[config.mk]
export PLATFORM = sky130hd
export DESIGN_NAME = addr_resolver
export DESIGN_NICKNAME = d
export VERILOG_FILES = /design/src/rtl/ar_pkg.sv /design/src/rtl/ar_idx_regs.sv /design/src/rtl/ar_ea_calc.sv /design/src/rtl/ar_walk_ctrl.sv /design/src/rtl/addr_resolver.sv
export SDC_FILE = /design/constraint.sdc
export NUM_CORES = 1
export LEC_CHECK = 0
export BUFFER_PORTS_ARGS = -buffer_cell sky130_fd_sc_hd__buf_2
export CORE_AREA = 2 2 114 116
export CTS_BUF_LIST = sky130_fd_sc_hd__clkbuf_16
export CTS_CLUSTER_SIZE = 12
export DETAILED_ROUTE_END_ITERATION = 8
export DIE_AREA = 0 0 116 118
export HOLD_SLACK_MARGIN = 0.15
export PLACE_DENSITY = 0.77
export SLEW_MARGIN = 20
export SYNTH_ARGS = -nofsm -noshare
export SYNTH_HDL_FRONTEND = slang
export SYNTH_SLANG_ARGS = --single-unit
export TNS_END_PERCENT = 5
[constraint.sdc]
create_clock -name clk_i -period 4.48 [get_ports clk_i]
set_clock_uncertainty 0.2 [all_clocks]
set_input_delay 0.224 -clock clk_i [delete_from_list [all_inputs] [get_ports clk_i]]
set_output_delay 0.224 -clock clk_i [all_outputs]
set_load 0.1 [all_outputs]
[src/rtl/ar_pkg.sv]
package ar_pkg;
  localparam int AW      = 18;
  localparam int NUM_IDX = 3;
  localparam int XW      = $clog2(NUM_IDX + 1);
  localparam int WORD_W  = AW + XW + 2;
  localparam int IND_B   = WORD_W - 1;
  localparam int LIT_B   = AW;

  typedef struct packed {
    logic          ind;
    logic [XW-1:0] xs;
    logic          lit;
    logic [AW-1:0] addr;
  } ar_word_t;

  typedef enum logic {ST_IDLE, ST_FETCH} ar_state_t;
endpackage

[src/rtl/ar_idx_regs.sv]
module ar_idx_regs
  import ar_pkg::*;
(
  input  logic          clk_i,
  input  logic          rst_ni,
  input  logic          we_i,
  input  logic [XW-1:0] wsel_i,
  input  logic [AW-1:0] wdata_i,
  input  logic [XW-1:0] rsel_i,
  output logic [AW-1:0] rdata_o
);
  logic [NUM_IDX:1][AW-1:0] bank_q;

  always_ff @(posedge clk_i or negedge rst_ni) begin
    if (!rst_ni) begin
      bank_q <= '0;
    end else if (we_i) begin
      for (int k = 1; k <= NUM_IDX; k++)
        if (wsel_i == XW'(k)) bank_q[k] <= wdata_i;
    end
  end

  // selector 0 reads as zero offset
  always_comb begin
    rdata_o = '0;
    for (int k = 1; k <= NUM_IDX; k++)
      if (rsel_i == XW'(k)) rdata_o = bank_q[k];
  end
endmodule

[src/rtl/ar_ea_calc.sv]
module ar_ea_calc
  import ar_pkg::*;
(
  input  logic          src_mem_i,
  input  logic [AW-1:0] instr_addr_i,
  input  logic [XW-1:0] instr_xs_i,
  input  logic [AW-1:0] rd_addr_i,
  input  logic [XW-1:0] rd_xs_i,
  input  logic [AW-1:0] idx_val_i,
  output logic [XW-1:0] idx_sel_o,
  output logic [AW-1:0] ea_o
);
  logic [AW-1:0] base;

  assign base      = src_mem_i ? rd_addr_i : instr_addr_i;
  assign idx_sel_o = src_mem_i ? rd_xs_i : instr_xs_i;
  assign ea_o      = base + idx_val_i;  // wraps mod 2^AW
endmodule

[src/rtl/ar_walk_ctrl.sv]
module ar_walk_ctrl
  import ar_pkg::*;
#(
  parameter int MAX_LVL = 16,
  localparam int LVL_W  = $clog2(MAX_LVL + 1)
) (
  input  logic          clk_i,
  input  logic          rst_ni,
  input  logic          start_i,
  input  logic          instr_ind_i,
  input  logic          instr_lit_i,
  input  logic          rd_ind_i,
  input  logic          rvalid_i,
  input  logic [AW-1:0] ea_i,
  output logic          src_mem_o,
  output logic          busy_o,
  output logic          req_o,
  output logic [AW-1:0] addr_o,
  output logic          done_o,
  output logic          fault_o,
  output logic          lit_o,
  output logic [AW-1:0] res_o
);
  ar_state_t        state_q;
  logic [LVL_W-1:0] lvl_q;

  assign src_mem_o = (state_q == ST_FETCH);
  assign busy_o    = (state_q == ST_FETCH);

  always_ff @(posedge clk_i or negedge rst_ni) begin
    if (!rst_ni) begin
      state_q <= ST_IDLE;
      lvl_q   <= '0;
      req_o   <= 1'b0;
      addr_o  <= '0;
      done_o  <= 1'b0;
      fault_o <= 1'b0;
      lit_o   <= 1'b0;
      res_o   <= '0;
    end else begin
      done_o  <= 1'b0;
      fault_o <= 1'b0;
      unique case (state_q)
        ST_IDLE: if (start_i) begin
          lit_o <= instr_lit_i;
          if (instr_ind_i) begin
            state_q <= ST_FETCH;
            req_o   <= 1'b1;
            addr_o  <= ea_i;
            lvl_q   <= LVL_W'(1);
          end else begin
            res_o  <= ea_i;
            done_o <= 1'b1;
          end
        end
        ST_FETCH: if (rvalid_i) begin
          if (rd_ind_i) begin
            if (lvl_q == LVL_W'(MAX_LVL)) begin
              fault_o <= 1'b1;
              req_o   <= 1'b0;
              state_q <= ST_IDLE;
            end else begin
              addr_o <= ea_i;
              lvl_q  <= lvl_q + 1'b1;
            end
          end else begin
            res_o   <= ea_i;
            done_o  <= 1'b1;
            req_o   <= 1'b0;
            state_q <= ST_IDLE;
          end
        end
        default: state_q <= ST_IDLE;
      endcase
    end
  end
endmodule

[src/rtl/addr_resolver.sv]
module addr_resolver
  import ar_pkg::*;
#(
  parameter int MAX_LVL = 16
) (
  input  logic              clk_i,
  input  logic              rst_ni,
  input  logic              idx_we_i,
  input  logic [XW-1:0]     idx_sel_i,
  input  logic [AW-1:0]     idx_data_i,
  input  logic              start_i,
  input  logic [WORD_W-1:0] instr_i,
  output logic              busy_o,
  output logic              mem_req_o,
  output logic [AW-1:0]     mem_addr_o,
  input  logic              mem_rvalid_i,
  input  logic [WORD_W-1:0] mem_rdata_i,
  output logic              done_o,
  output logic              fault_o,
  output logic              lit_o,
  output logic [AW-1:0]     result_o
);
  ar_word_t      iw, rw;
  logic          src_mem;
  logic [XW-1:0] rsel;
  logic [AW-1:0] idx_val, ea;

  assign iw = ar_word_t'(instr_i);
  assign rw = ar_word_t'(mem_rdata_i);

  ar_idx_regs i_idx (
    .clk_i, .rst_ni,
    .we_i(idx_we_i), .wsel_i(idx_sel_i), .wdata_i(idx_data_i),
    .rsel_i(rsel), .rdata_o(idx_val)
  );

  ar_ea_calc i_calc (
    .src_mem_i(src_mem),
    .instr_addr_i(iw.addr), .instr_xs_i(iw.xs),
    .rd_addr_i(rw.addr), .rd_xs_i(rw.xs),
    .idx_val_i(idx_val), .idx_sel_o(rsel), .ea_o(ea)
  );

  ar_walk_ctrl #(.MAX_LVL(MAX_LVL)) i_ctrl (
    .clk_i, .rst_ni,
    .start_i, .instr_ind_i(iw.ind), .instr_lit_i(iw.lit),
    .rd_ind_i(rw.ind), .rvalid_i(mem_rvalid_i), .ea_i(ea),
    .src_mem_o(src_mem), .busy_o,
    .req_o(mem_req_o), .addr_o(mem_addr_o),
    .done_o, .fault_o, .lit_o, .res_o(result_o)
  );
endmodule

# [Word level (Yosys, flattened, before mapping)]
# Cells that the tools add are included.
[op_classes] n_eq_ne=15 reduce_logical=7 mux=43 bitwise=1 addsub=2
[ops] operator="two-way mux 18 bit" count=13
[ops] operator="case mux 18 bit (2 select lines)" count=2
[ops] operator="two-way mux 5 bit" count=5
[ops] operator="adder 18 bit" count=1
[ops] operator="two-way mux 1 bit" count=18
[ops] operator="inequality test 2 bit (second input constant)" count=7
[ops] operator="case mux 5 bit (2 select lines)" count=1
[ops] operator="== test 2 bit (second input constant)" count=4
[ops] operator="AND reduction 2 bit" count=4
[ops] operator="AND reduction 4 bit" count=2
[ops] operator="case mux 1 bit (2 select lines)" count=3
[ops] operator="adder 5 x 1 -> 5 bit (second input constant)" count=1
[ops] operator="== test 5 bit (second input constant)" count=1
[ops] operator="AND reduction 5 bit" count=1
[ops] operator="== test 2 x 1 -> 1 bit (second input constant)" count=2
[ops] operator="inequality test 3 bit (second input constant)" count=1
[ops] operator="two-way mux 2 bit" count=1
[ops] operator="inverter 1 bit" count=1
[word_totals] output_inout_bits=41 input_bits=69 ff_bits=100 elab_cells=79

# [Logic depth before layout (Yosys ltp)]
# Gate-level depths: netlist of run 1.
[depth] ltp_word=10 ltp_mapped=15 depth_no_buf=12

# [Hierarchy]
# A second synthesis of run 1 with hierarchy kept.
[hier_totals] cells_unflattened=429 area_unflattened_um2=5654.2
[by_module_without_submodules] module="ar_idx_regs" area_each_um2=2563.7 seq_area_each_um2=1351.3 cells_each=157 instances=1
[by_module_without_submodules] module="ar_walk_ctrl" area_each_um2=1916.8 seq_area_each_um2=1151.1 cells_each=124 instances=1
[by_module_without_submodules] module="ar_ea_calc" area_each_um2=1173.6 seq_area_each_um2=0.0 cells_each=148 instances=1

# [Worst setup path after synthesis of run 1]
# OpenSTA, ideal clock, no wires.
[synth_timing] path_type="flip-flop to flip-flop" from="register i_ctrl.state_q, in the netlist i_ctrl.busy_o" to="register i_ctrl.addr_o[10]" setup_time_ns=0.128 arrival_time_ns=3.731 required_time_ns=4.152 period_less_slack_ns=4.059 stages_incl_launch_ff=14 slack_ns=0.421 path_buffers=2 cell_sequence="dfrtp_1 mux2i_1 buf_6 buf_2 mux2i_1 o21ai_0 ha_1 fa_1 a21o_1 a21oi_2 o21ai_1 a41oi_1 xnor2_1 mux2_1"
[synth_between] elab_chain_cells=10 word_cells_on_any_way=22 cone_classes="1 x add/sub; 8 x eq/ne; 11 x mux; 1 x bitwise; 1 x reduce/logical"
[synth_rtl] element="start, declared" line="ar_walk_ctrl.sv:24" rtl="ar_state_t state_q;"
[synth_rtl] element="start signal, assigned" line="ar_walk_ctrl.sv:32" rtl="state_q <= ST_IDLE;"
[synth_rtl] element="start signal, assigned" line="ar_walk_ctrl.sv:47" rtl="state_q <= ST_FETCH;"
[synth_rtl] element="start signal, assigned" line="ar_walk_ctrl.sv:61" rtl="state_q <= ST_IDLE;"
[synth_rtl] element="two-way mux 2 bit" line="ar_ea_calc.sv:16" rtl="assign idx_sel_o = src_mem_i ? rd_xs_i : instr_xs_i;"
[synth_rtl] element="== test 2 x 1 -> 1 bit" line="ar_idx_regs.sv:27" rtl="if (rsel_i == XW'(k)) rdata_o = bank_q[k];"
[synth_rtl] element="two-way mux 18 bit (3 in series)" line="ar_idx_regs.sv:27"
[synth_rtl] element="adder 18 bit" line="ar_ea_calc.sv:17" rtl="assign ea_o = base + idx_val_i;"
[synth_rtl] element="two-way mux 18 bit" line="ar_walk_ctrl.sv:58" rtl="if (lvl_q == LVL_W'(MAX_LVL)) begin"
[synth_rtl] element="two-way mux 18 bit" line="ar_walk_ctrl.sv:57" rtl="if (rd_ind_i) begin"
[synth_rtl] element="two-way mux 18 bit" line="ar_walk_ctrl.sv:56" rtl="ST_FETCH: if (rvalid_i) begin"
[synth_rtl] element="case mux 18 bit (2 select lines)" line="ar_walk_ctrl.sv:43" rtl="unique case (state_q)"
[synth_rtl] element="end signal, assigned" line="ar_walk_ctrl.sv:49" rtl="addr_o <= ea_i;"
[synth_rtl] element="end signal, assigned" line="ar_walk_ctrl.sv:63" rtl="addr_o <= ea_i;"
[synth_rtl] element="end, declared" line="ar_walk_ctrl.sv:18" rtl="output logic [AW-1:0] addr_o,"
# Parallel ways exist; a longest one is shown, timed or not. The select of a mux whose other input is x is not followed.
# A chain may end at the register's enable or synchronous reset.

# [Worst setup path after layout of run 1]
[layout_timing] from="register i_ctrl.state_q, in the netlist i_ctrl.busy_o" to="register i_ctrl.res_o[11]"
[layout_between] elab_chain_cells=9 word_cells_on_any_way=20 cone_classes="1 x add/sub; 7 x eq/ne; 10 x mux; 1 x bitwise; 1 x reduce/logical"
[layout_rtl] element="two-way mux 2 bit" line="ar_ea_calc.sv:16"
[layout_rtl] element="== test 2 x 1 -> 1 bit" line="ar_idx_regs.sv:27"
[layout_rtl] element="two-way mux 18 bit (3 in series)" line="ar_idx_regs.sv:27"
[layout_rtl] element="adder 18 bit" line="ar_ea_calc.sv:17"
[layout_rtl] element="two-way mux 18 bit, on equally long branches" line="ar_walk_ctrl.sv:57, ar_walk_ctrl.sv:46"
[layout_rtl] element="two-way mux 18 bit, on equally long branches" line="ar_walk_ctrl.sv:56, ar_walk_ctrl.sv:44"
[layout_rtl] element="case mux 18 bit (2 select lines)" line="ar_walk_ctrl.sv:43"
[layout_rtl] element="end signal, assigned" line="ar_walk_ctrl.sv:52" rtl="res_o <= ea_i;"
[layout_rtl] element="end signal, assigned" line="ar_walk_ctrl.sv:67" rtl="res_o <= ea_i;"
[layout_rtl] element="end, declared" line="ar_walk_ctrl.sv:22" rtl="output logic [AW-1:0] res_o"
# Parallel ways exist; a longest one is shown, timed or not. The select of a mux whose other input is x is not followed.

==> metrics.txt, run 1 <==
worst reg2reg setup slack=0.60 ns; fraction of layout cells with a size suffix above 1=36.26%; Synth cell types=60; Bufs on Longest Clock Path=2; Clock Latency Late Sink=0.35 ns; largest net degree at the start of global routing=62; Die Y=118 um; Switching Fraction=53.23%; Max FO, Critical Path=12; Psw=2.556 mW; final setup TNS=0 ns; Max VDD drop=0.4512 mV; via-per-instance ratio=5.310; io pins=110; GRT Overall Usage=19.92%; vias in the first global route=4299; die area=13690 um2; yosys warns=0; gpl congestion=0.8939; gr ovfl total=0; IO Port Bufs=108; Final setup viols=0; mean area per synthesized cell=11.12 um2; Clock Power Share=15.3%; Overall Power=4.801 mW; Slew @ Worst Pin=1.059 ns; post-synthesis cell area=5529 um2; worst path arrival time=3.94 ns; worst relative slew slack=29.23%; top_reg_cell synth=dfrtp_1; fin area=6721 um2; HP Start=instr_i[21]; DRC viols=0; area leader, netlist=dfrtp_1; most common cell after layout, fill and taps aside=buf_2; top post-synthesis cells by area=dfrtp_1 (45%), mux2_2 (17%), ha_1 (4.3%); H-tree levels=3; Antenna Nets Post-Route=0; Max Cap Viol=0; synth-to-layout area growth=21.57%; Synth Net Count=586; final hold violation count=0; Gate power share=56.7%; Worst Hold Class=input port to flip-flop; Final Cycle Share=86.64%; drt total wl=13.23 mm; Worst Hold Path Cells=3; drt pass-1 iters=4; Seq pwr share=28.0%; RSZ-0062 raised after global routing=no; wire per inst=16.58 um; R2R depth=12; static leakage=3.102 nW; status=complete, no violations; Clock transition at path regs=0.07 ns; # Post-CTS Setup Buffers=0; via count=4237; Crit. End Element=flip-flop; width of the die=116 um; Post-synth EDFFs=0; post-synthesis sequential area ratio=45.26%; pwr dens=714.3 nW/um2; Critical Path Start Type=flip-flop; Sink Count=100; Hold Buf Count CTS=26; total CTS buffers=9; Synth Register Bits=100; Mapped Cells=497; Final Net Count=711; core area=12410 um2; Placed Area=6188 um2; critical path launch point=i_ctrl.busy_o; Worst Hold Path EP=i_ctrl.lvl_q[3]; post-cts resize count=0; initial antenna violation count=0; CTS root buf=clkbuf_16; Filler cells=1119; Initial Util=44.54%; DP Wirelength=9.482 mm; most frequent cells in the layout=buf_2 (107), dfrtp_1 (100), mux2_2 (83), nand2_1 (55), o21ai_0 (29); Initial DRC Count=167; reg-to-reg startpoint=i_ctrl.busy_o; first-pass GRT wire length=21.36 mm; Critical Path RT=4.54 ns; post-synth top area share=45.26%; Final min period=3.882 ns; Crit Reg-Reg Endpoint=i_ctrl.res_o[11]; Async S/R FF share, synth=100.0%; CTS tree=done; internal power=2.245 mW; Core Rows=41; crit path kind=flip-flop to flip-flop; Slew Viols, Final=0; max frequency=0.2576 GHz; diode count=0
[cells by family (layout without fill, tap and decap cells)]
group / Yosys count / in the layout / synth area share (%)
buf+inv: 33 / 162 / 3.213
xor+xnor: 13 / 13 / 2.059
simple gates: 133 / 133 / 12.08
mux: 108 / 108 / 21.75
fa+ha+maj: 20 / 20 / 4.662
flops: 100 / 100 / 45.26
compound gates: 90 / 90 / 10.98
[synthesized netlist by cell type, types with 3 or more instances]
library cell and number:
buf_2 9, nand4b_1 3, buf_4 3, nor2_1 22, a31oi_1 4, inv_1 7
o21ai_1 3, xor2_1 6, mux2i_1 20, nand3_1 14, and4_1 3, xnor2_1 7
nand4_1 8, nand2_1 55, mux2_1 4, o21ai_0 30, ha_1 19, buf_6 4
o21bai_1 3, clkbuf_1 9, mux2_2 83, nand3b_1 4, a21oi_1 19, dfrtp_1 100
a21oi_2 3, nor3_1 8, a21o_1 9
[how the worst max path moves through the flow]
stage / end / slack (ns) / cells after the start
final: i_ctrl.res_o[11] / 0.60 / 12
after CTS: i_ctrl.res_o[11] / 0.59 / 12
after global placement: i_ctrl.res_o[11] / 0.67 / 12
after floorplan: i_ctrl.addr_o[10] / 0.42 / 13
after detailed placement: i_ctrl.res_o[11] / 0.60 / 12
after global routing: i_ctrl.res_o[11] / 0.31 / 12
[flip-flops by register name (all words and copies together) (netlist names)]
register / flops
i_ctrl.addr_o: 18
i_ctrl.lit_o: 1
i_ctrl.fault_o: 1
i_idx.bank_q: 54
i_ctrl.req_o: 1
i_ctrl.res_o: 18
i_ctrl.busy_o: 1
i_ctrl.done_o: 1
i_ctrl.lvl_q: 5
[power by group through the flow]
stage	registers (mW)	clock network (mW)	logic [mW]
3_3_place_gp	1.35	0	2.65
2_1_floorplan	2.59	0	0.959
4_1_cts	1.35	0.744	2.73
3_5_place_dp	1.37	0	2.69
5_1_grt	1.38	0.785	2.87
6_report	1.35	0.734	2.72
[critical path, stage by stage, from the launching register on]
cell and delay [ns]:
dfrtp_1 0.59, mux2i_2 0.25, buf_4 0.29, buf_4 0.26, mux2i_1 0.20, o21ai_0 0.14, ha_1 0.38, a21o_1 0.19
a21oi_1 0.22, a21oi_1 0.17, o21bai_1 0.52, a21oi_1 0.16, nor3_1 0.20
[cell type report]
type                       count  area (um2)  share of cell area (%)
inverter                       7       26.28                  0.3909
tap                          172       215.2                   3.202
timing repair buffer         140       848.3                   12.62
clock buffer                   9       225.2                   3.351
clock inverter                 6       47.55                  0.7074
sequential                   100        2502                   37.23
multi-input combinational    364        2856                   42.50
[metal layers]
metal | track usage (%) | share of wire, % | vias to the layer above
met1 | 26.08 | 44 | 2078
met4 | 6.473 | 2.0 | 0
met3 | 3.244 | 3.6 | 21
li1 | - | - | 2048
met5 | 0 | 0 | -
met2 | 33.44 | 51 | 90
[through the flow]
step | util, % | instances | hold slack [ns] | setup slack (ns)
floorplan | - | 497 | -0.2716 | 0.4207
global placement | 49.85 | 757 | 0.01692 | 0.6709
detailed placement | 49.85 | 757 | 0.02500 | 0.6026
CTS | 54.14 | 798 | 0.1545 | 0.5948
global route | 54.14 | 798 | 0.1611 | 0.3116
finish | 54.14 | 798 | 0.1639 | 0.5984
Note: power is estimated with default switching activity, not from simulation.
==> inputs of run 2 (changes only) <==
--- a/config.mk
+++ b/config.mk
@@ -5,14 +5,16 @@
 export SDC_FILE = /design/constraint.sdc
 export NUM_CORES = 1
 export LEC_CHECK = 0
+export ABC_AREA = 1
 export BUFFER_PORTS_ARGS = -buffer_cell sky130_fd_sc_hd__buf_2
-export CORE_AREA = 2 2 114 116
+export CORE_AREA = 2 2 113 115
 export CTS_BUF_LIST = sky130_fd_sc_hd__clkbuf_16
 export CTS_CLUSTER_SIZE = 12
 export DETAILED_ROUTE_END_ITERATION = 8
-export DIE_AREA = 0 0 116 118
+export DIE_AREA = 0 0 115 117
 export HOLD_SLACK_MARGIN = 0.15
 export PLACE_DENSITY = 0.77
+export SKIP_LAST_GASP = 1
 export SLEW_MARGIN = 20
 export SYNTH_ARGS = -nofsm -noshare
 export SYNTH_HDL_FRONTEND = slang
==> metrics.txt, run 2 <==
status=complete, no violations (unchanged); gpl congestion=0.8811 (was 0.8939); top post-synthesis cells by area=dfrtp_1 (46%), nand2_1 (19%), o21ai_0 (7.8%) (was dfrtp_1 (45%), mux2_2 (17%), ha_1 (4.3%)); Slew Viols, Final=0 (unchanged); Overall Power=5.046 mW (was 4.801 mW); final hold violation count=0 (unchanged); die area=13460 um2 (was 13690 um2); Adder-Cell Fraction of Synth Area=4.760% (was 4.662%); most common cell after layout, fill and taps aside=nand2_1 (was buf_2); drt total wl=13.47 mm (was 13.23 mm); pwr dens=760.6 nW/um2 (was 714.3 nW/um2); Sink Count=100 (unchanged); Clock Latency Late Sink=0.36 ns (was 0.35 ns); Post-synth EDFFs=0 (unchanged); Worst Setup Slack, final=0.8446 ns (was 0.5984 ns); most frequent cells after synthesis=nand2_1 (271), dfrtp_1 (100), o21ai_0 (84), inv_1 (55), nand3_1 (49) (was dfrtp_1 (100), mux2_2 (83), nand2_1 (55), o21ai_0 (30), nor2_1 (22)); DP Wirelength=9.330 mm (was 9.482 mm); met2 GRT Util=35.57% (was 33.44%); max frequency=0.2751 GHz (was 0.2576 GHz); worst slack at placement=0.9172 ns (was 0.6026 ns); GRT Overall Usage=21.22% (was 19.92%); vias in the first global route=4698 (was 4299); worst path arrival time=3.68 ns (was 3.94 ns); post-cts resize count=0 (unchanged); fraction of layout cells with a size suffix above 1=17.40% (was 36.26%); Die Y=117 um (was 118 um); via-per-instance ratio=5.054 (was 5.310); Crit. End Element=flip-flop (unchanged); Gate power share=58.1% (was 56.7%); Max FO, Critical Path=27 (was 12); internal power=2.262 mW (was 2.245 mW); initial antenna violation count=0 (unchanged); met1 Usage GRT=28.50% (was 26.08%); max reg flops=54 (unchanged); Antenna Nets Post-Route=0 (unchanged); Critical Path Start Type=flip-flop (unchanged); Clock transition at path regs=0.07 ns (about the same); most frequent cells in the layout=nand2_1 (270), buf_2 (107), dfrtp_1 (100), o21ai_0 (84), inv_1 (55) (was buf_2 (107), dfrtp_1 (100), mux2_2 (83), nand2_1 (55), o21ai_0 (29)); RSZ-0062 raised after global routing=no (unchanged); crit path kind=flip-flop to flip-flop (unchanged); first-pass GRT wire length=22.49 mm (was 21.36 mm); Top reg by flops=i_idx.bank_q (unchanged); most instantiated library cell after synthesis=nand2_1 (was dfrtp_1); width of the die=115 um (was 116 um); CTS tree=done (unchanged); Synth Net Count=804 (was 586); io pins=110 (unchanged); Mapped Cells=715 (was 497); post-synthesis sequential area ratio=46.21% (was 45.26%); Psw=2.785 mW (was 2.556 mW); grt peak-use layer=met2 (unchanged); Synth Register Bits=100 (unchanged); mean area per synthesized cell=7.574 um2 (was 11.12 um2); biggest regs=i_idx.bank_q (54), i_ctrl.addr_o (18), i_ctrl.res_o (18) (unchanged); compound-cell area share of the yosys netlist=12.15% (was 10.98%); Clock Power Share=16.0% (was 15.3%); Synth cell types=32 (was 60); CTS root buf=clkbuf_16 (unchanged); Bufs on Longest Clock Path=2 (unchanged); H-tree levels=3 (unchanged); Initial DRC Count=490 (was 167); synth-to-layout area growth=22.53% (was 21.57%); Switching Fraction=55.18% (was 53.23%); total CTS buffers=9 (unchanged); diode count=0 (unchanged); Max VDD drop=0.2150 mV (was 0.4512 mV); DRC viols=0 (unchanged); worst relative slew slack=47.01% (was 29.23%); yosys warns=0 (unchanged); drt pass-1 iters=5 (was 4); Seq pwr share=25.9% (was 28.0%); area leader, netlist=dfrtp_1 (unchanged); static leakage=3.607 nW (was 3.102 nW); gr ovfl total=0 (unchanged); Max Cap Viol=0 (unchanged); final setup TNS=0 ns (unchanged); mux cell area share after synthesis=0% (was 21.75%); Slew @ Worst Pin=0.7949 ns (was 1.059 ns); Worst Hold Class=input port to flip-flop (unchanged); Final Cycle Share=81.15% (was 86.64%); met3 usage=3.399% (was 3.244%); Async S/R FF share, synth=100.0% (unchanged); core area=12310 um2 (was 12410 um2); post-synth top area share=46.21% (was 45.26%); Final min period=3.635 ns (was 3.882 ns); Core Rows=41 (unchanged); Final setup viols=0 (unchanged); wire per inst=13.54 um (was 16.58 um); largest net degree at the start of global routing=62 (unchanged); IO Port Bufs=108 (unchanged); top_reg_cell synth=dfrtp_1 (unchanged); post-synthesis cell area=5415 um2 (was 5529 um2); Synth Area in Simple Gates=29.02% (was 12.08%); xor/xnor share of the synthesized area=1.132% (was 2.059%); via count=5029 (was 4237); Fin Hold WS=0.1688 ns (was 0.1639 ns); Final Net Count=929 (was 711); largest family of logic cells by synthesized area=simple AND/OR/NAND/NOR gates (was multiplexers); Initial Util=43.98% (was 44.54%); Critical Path RT=4.52 ns (was 4.54 ns)
-- run 2: critical path, stage by stage, from the launching register on --
cell     delay, ns
dfrtp_1       0.50
inv_6         0.25
nand2_2       0.08
nand2_2       0.41
nand2_4       0.28
o21ai_0       0.36
inv_1         0.08
ha_1          0.38
nand2_1       0.09
inv_1         0.07
nand3_1       0.06
o21ai_1       0.29
nand2_1       0.13
nand2_1       0.08
nand2_1       0.08
nand3_1       0.08
nand2_1       0.06
-- run 2: power groups by stage --
stage	Sequential (mW)	Clock [mW]	Combinational, mW
after floorplan	2.52	0	1.15
after global placement	1.32	0	2.85
after detailed placement	1.32	0	2.89
after CTS	1.31	0.823	2.93
after global routing	1.34	0.852	3.19
final	1.31	0.809	2.93
-- run 2: layout make-up --
class,count,area [um2]
fillers,1163,5677
multi-input cells,529,2551
well taps,150,187.7
inverters,59,226.5
flip-flops and latches,100,2502
clock buffers,9,225.2
clock inverters,7,81.33
repair buffers,141,860.8
-- run 2: through the flow --
stage	utilization, %	instance area, um2	cells
2_1_floorplan	-	5415	715
3_3_place_gp	49.11	6046	951
3_5_place_dp	49.11	6046	951
4_1_cts	53.87	6633	995
5_1_grt	53.89	6635	995
6_report	53.89	6635	995
-- run 2: path summary, 6_finish.rpt --
kind,cells after the start,from,to,slack (ns)
min in group asynchronous,2,rst_ni,i_idx.bank_q[21],0.29
max in group asynchronous,3,rst_ni,i_ctrl.res_o[14],2.79
worst min-delay path,7,instr_i[17],i_ctrl.res_o[17],0.17
worst min register to register,2,i_ctrl.res_o[3],i_ctrl.res_o[3],0.27
worst max-delay path,16,i_ctrl.busy_o,i_ctrl.res_o[11],0.84
worst max register to register,16,i_ctrl.busy_o,i_ctrl.res_o[11],0.84
-- run 2: cell families after synthesis --
| group | after synthesis |
|---|---|
| xor+xnor | 7 |
| buf+inv | 86 |
| simple gates | 375 |
| flops | 100 |
| compound gates | 127 |
| fa+ha+maj | 20 |
-- run 2: routing by layer --
metal	wire length [um]	part of all wire [%]
met1	6314	47
met2	6379	47
met3	585	4.3
met4	192	1.4
met5	0	0
-- run 2: timing repair --
| item | 4_1_cts | 5_1_grt |
|---|---|---|
| hold buffers | 28 | 0 |
| setup buffers | 0 | 0 |
| endpoints found under the hold margin | 120 | 0 |
==> inputs of run 3 (changes only) <==
==> constraint.sdc (replaced) <==
create_clock -name clk_i -period 3.6 [get_ports clk_i]
set_clock_uncertainty 0.2 [all_clocks]
set_input_delay 0.18 -clock clk_i [delete_from_list [all_inputs] [get_ports clk_i]]
set_output_delay 0.18 -clock clk_i [all_outputs]
set_load 0.1 [all_outputs]
==> metrics.txt, run 3 (synthesis gave the netlist of run 2 again) <==
die area=13460 um2 (unchanged); worst path arrival time=3.21 ns (was 3.68 ns); via count=5103 (was 5029); # Post-CTS Setup Buffers=0 (unchanged); met2 GRT Util=35.37% (was 35.57%); drt pass-1 iters=5 (unchanged); gr ovfl total=0 (unchanged); vias in the first global route=4760 (was 4698); fraction of layout cells with a size suffix above 1=17.65% (was 17.40%); Initial Util=43.98% (unchanged); width of the die=115 um (unchanged); biggest regs=i_idx.bank_q (54), i_ctrl.addr_o (18), i_ctrl.res_o (18) (unchanged); crit path kind=flip-flop to flip-flop (unchanged); diode count=0 (unchanged); Final Cycle Share=88.17% (was 81.15%); grt peak-use layer=met2 (unchanged); CP endpoint=i_ctrl.res_o[17] (was i_ctrl.res_o[11]); Switching Fraction=54.95% (was 55.18%); R2R depth=16 (unchanged); first-pass GRT wire length=22.39 mm (was 22.49 mm); critical path, cell by cell=buf_4 -> nand2_1 -> nand2_2 -> nand2_4 -> o21ai_0 -> inv_1 -> ha_1 -> nand2_1 -> nor2_1 -> nand3_1 -> nand3_1 -> nand2_1 -> nand2_1 -> nand2_1 -> nand3_1 -> nand2_1 (was inv_6 -> nand2_2 -> nand2_2 -> nand2_4 -> o21ai_0 -> inv_1 -> ha_1 -> nand2_1 -> inv_1 -> nand3_1 -> o21ai_1 -> nand2_1 -> nand2_1 -> nand2_1 -> nand3_1 -> nand2_1); Max VDD drop=0.2609 mV (was 0.2150 mV); fin area=6676 um2 (was 6635 um2); Die Y=117 um (unchanged); Gate power share=58.6% (was 58.1%); Final setup viols=0 (unchanged); total CTS buffers=9 (unchanged); critical path launch point=i_ctrl.busy_o (unchanged); Seq pwr share=25.9% (about the same); Top reg by flops=i_idx.bank_q (unchanged); met1 Usage GRT=28.46% (was 28.50%); most frequent cells in the layout=nand2_1 (270), buf_2 (107), dfrtp_1 (100), o21ai_0 (84), inv_1 (55) (unchanged); Placed Area=6068 um2 (was 6046 um2); Crit. End Element=flip-flop (unchanged); met3 usage=2.987% (was 3.399%); Psw=3.442 mW (was 2.785 mW); Slew Viols, Final=0 (unchanged); final core occ=54.23% (was 53.89%); drt total wl=13.39 mm (was 13.47 mm); fin cells=1000 (was 995); Bufs on Longest Clock Path=2 (unchanged); io pins=110 (unchanged); Worst Hold Class=input port to flip-flop (unchanged); max frequency=0.3150 GHz (was 0.2751 GHz); Overall Power=6.265 mW (was 5.046 mW); Fin Hold WS=0.2059 ns (was 0.1688 ns); most common cell after layout, fill and taps aside=nand2_1 (unchanged); Final Net Count=934 (was 929); Worst Setup Slack, final=0.4259 ns (was 0.8446 ns); final hold violation count=0 (unchanged); CTS tree=done (unchanged); static leakage=3.624 nW (was 3.607 nW); Final min period=3.174 ns (was 3.635 ns); Most common cell on crit path=nand2_1 (unchanged); GRT Overall Usage=21.08% (was 21.22%); Antenna Nets Post-Route=0 (unchanged); status=complete, no violations (unchanged); H-tree levels=3 (unchanged); Max FO, Critical Path=27 (unchanged); final setup TNS=0 ns (unchanged); IO Port Bufs=108 (unchanged); worst relative slew slack=47.84% (was 47.01%); DRC viols=0 (unchanged); largest net degree at the start of global routing=63 (was 62); core area=12310 um2 (unchanged); Critical Path Start Type=flip-flop (unchanged); Slew @ Worst Pin=0.7825 ns (was 0.7949 ns); CP max stage delay=0.43 ns (was 0.50 ns); Critical Path RT=3.64 ns (was 4.52 ns); wire per inst=13.39 um (was 13.54 um); CP bufs+invs=2 (was 3); max reg flops=54 (unchanged); Clock Latency Late Sink=0.34 ns (was 0.36 ns); Max Cap Viol=0 (unchanged); Initial DRC Count=267 (was 490); Crit Reg-Reg Endpoint=i_ctrl.res_o[17] (was i_ctrl.res_o[11]); cell family with most CP delay=simple AND/OR/NAND/NOR gates (unchanged); worst slack at placement=0.5042 ns (was 0.9172 ns); RSZ-0062 raised after global routing=no (unchanged); Clock transition at path regs=0.07 ns (about the same); Clock Power Share=15.5% (was 16.0%); gpl congestion=0.8828 (was 0.8811); worst reg2reg setup slack=0.43 ns (was 0.84 ns); via-per-instance ratio=5.103 (was 5.054); internal power=2.822 mW (was 2.262 mW); pwr dens=938.3 nW/um2 (was 760.6 nW/um2); Core Rows=41 (unchanged); dpl cells=954 (was 951); DP Wirelength=9.452 mm (was 9.330 mm); slowest library cell on the worst path=dfrtp_1 (unchanged); Worst Hold Path Cells=6 (was 7); Sink Count=100 (unchanged); synth-to-layout area growth=23.29% (was 22.53%); cell depth of the worst setup path=16 (unchanged); CTS root buf=clkbuf_16 (unchanged); initial antenna violation count=0 (unchanged); reg-to-reg startpoint=i_ctrl.busy_o (unchanged)
-- run 3: cell count changes in the layout (fill, tap and decap cells not counted), sizes merged --
cell / delta
clkinv: +1
dlygate4sd3: +2
inv: -2
clkinvlp: +1
buf: +3
-- run 3: what timing repair did --
| item | CTS | global route |
|---|---|---|
| gates resized for setup | 0 | 0 |
| hold buffers | 30 | 0 |
| endpoints found under the hold margin | 123 | 0 |
-- run 3: area by class of cell --
class,count,area [um2]
tap,150,187.7
multi-input combinational,529,2556
sequential,100,2502
timing repair buffer,146,903.4
fill,1184,5635
clock buffer,9,225.2
clock inverter,7,75.07
inverter,59,226.5
-- run 3: tightest hold or removal path, delay by kind of cell --
kind	cells	cell delay (ns)
simple gates	2	0.12
compound gates	1	0.12
fa+ha+maj	1	0.16
buf+inv	2	0.12
-- run 3: power groups by stage --
stage | Sequential (mW) | Clock [mW] | Combinational (mW)
final | 1.62 | 0.968 | 3.67
after detailed placement | 1.64 | 0 | 3.61
after floorplan | 3.13 | 0 | 1.43
after global routing | 1.67 | 1.03 | 3.98
after CTS | 1.62 | 0.991 | 3.67
after global placement | 1.64 | 0 | 3.57
-- run 3: per-layer routing --
layer | share of wire (%) | routed length [um]
met1 | 45 | 6021
met5 | 0 | 0
met3 | 5.5 | 743
met4 | 1.7 | 223
met2 | 48 | 6403
-- run 3: how the worst min path moves through the flow --
stage,from,endpoint
6_report,instr_i[0],i_ctrl.res_o[0]
3_3_place_gp,rst_ni,i_ctrl.lit_o
3_5_place_dp,rst_ni,i_idx.bank_q[4]
4_1_cts,instr_i[0],i_ctrl.res_o[0]
2_1_floorplan,rst_ni,i_ctrl.addr_o[0]
5_1_grt,mem_rdata_i[0],i_ctrl.res_o[0]
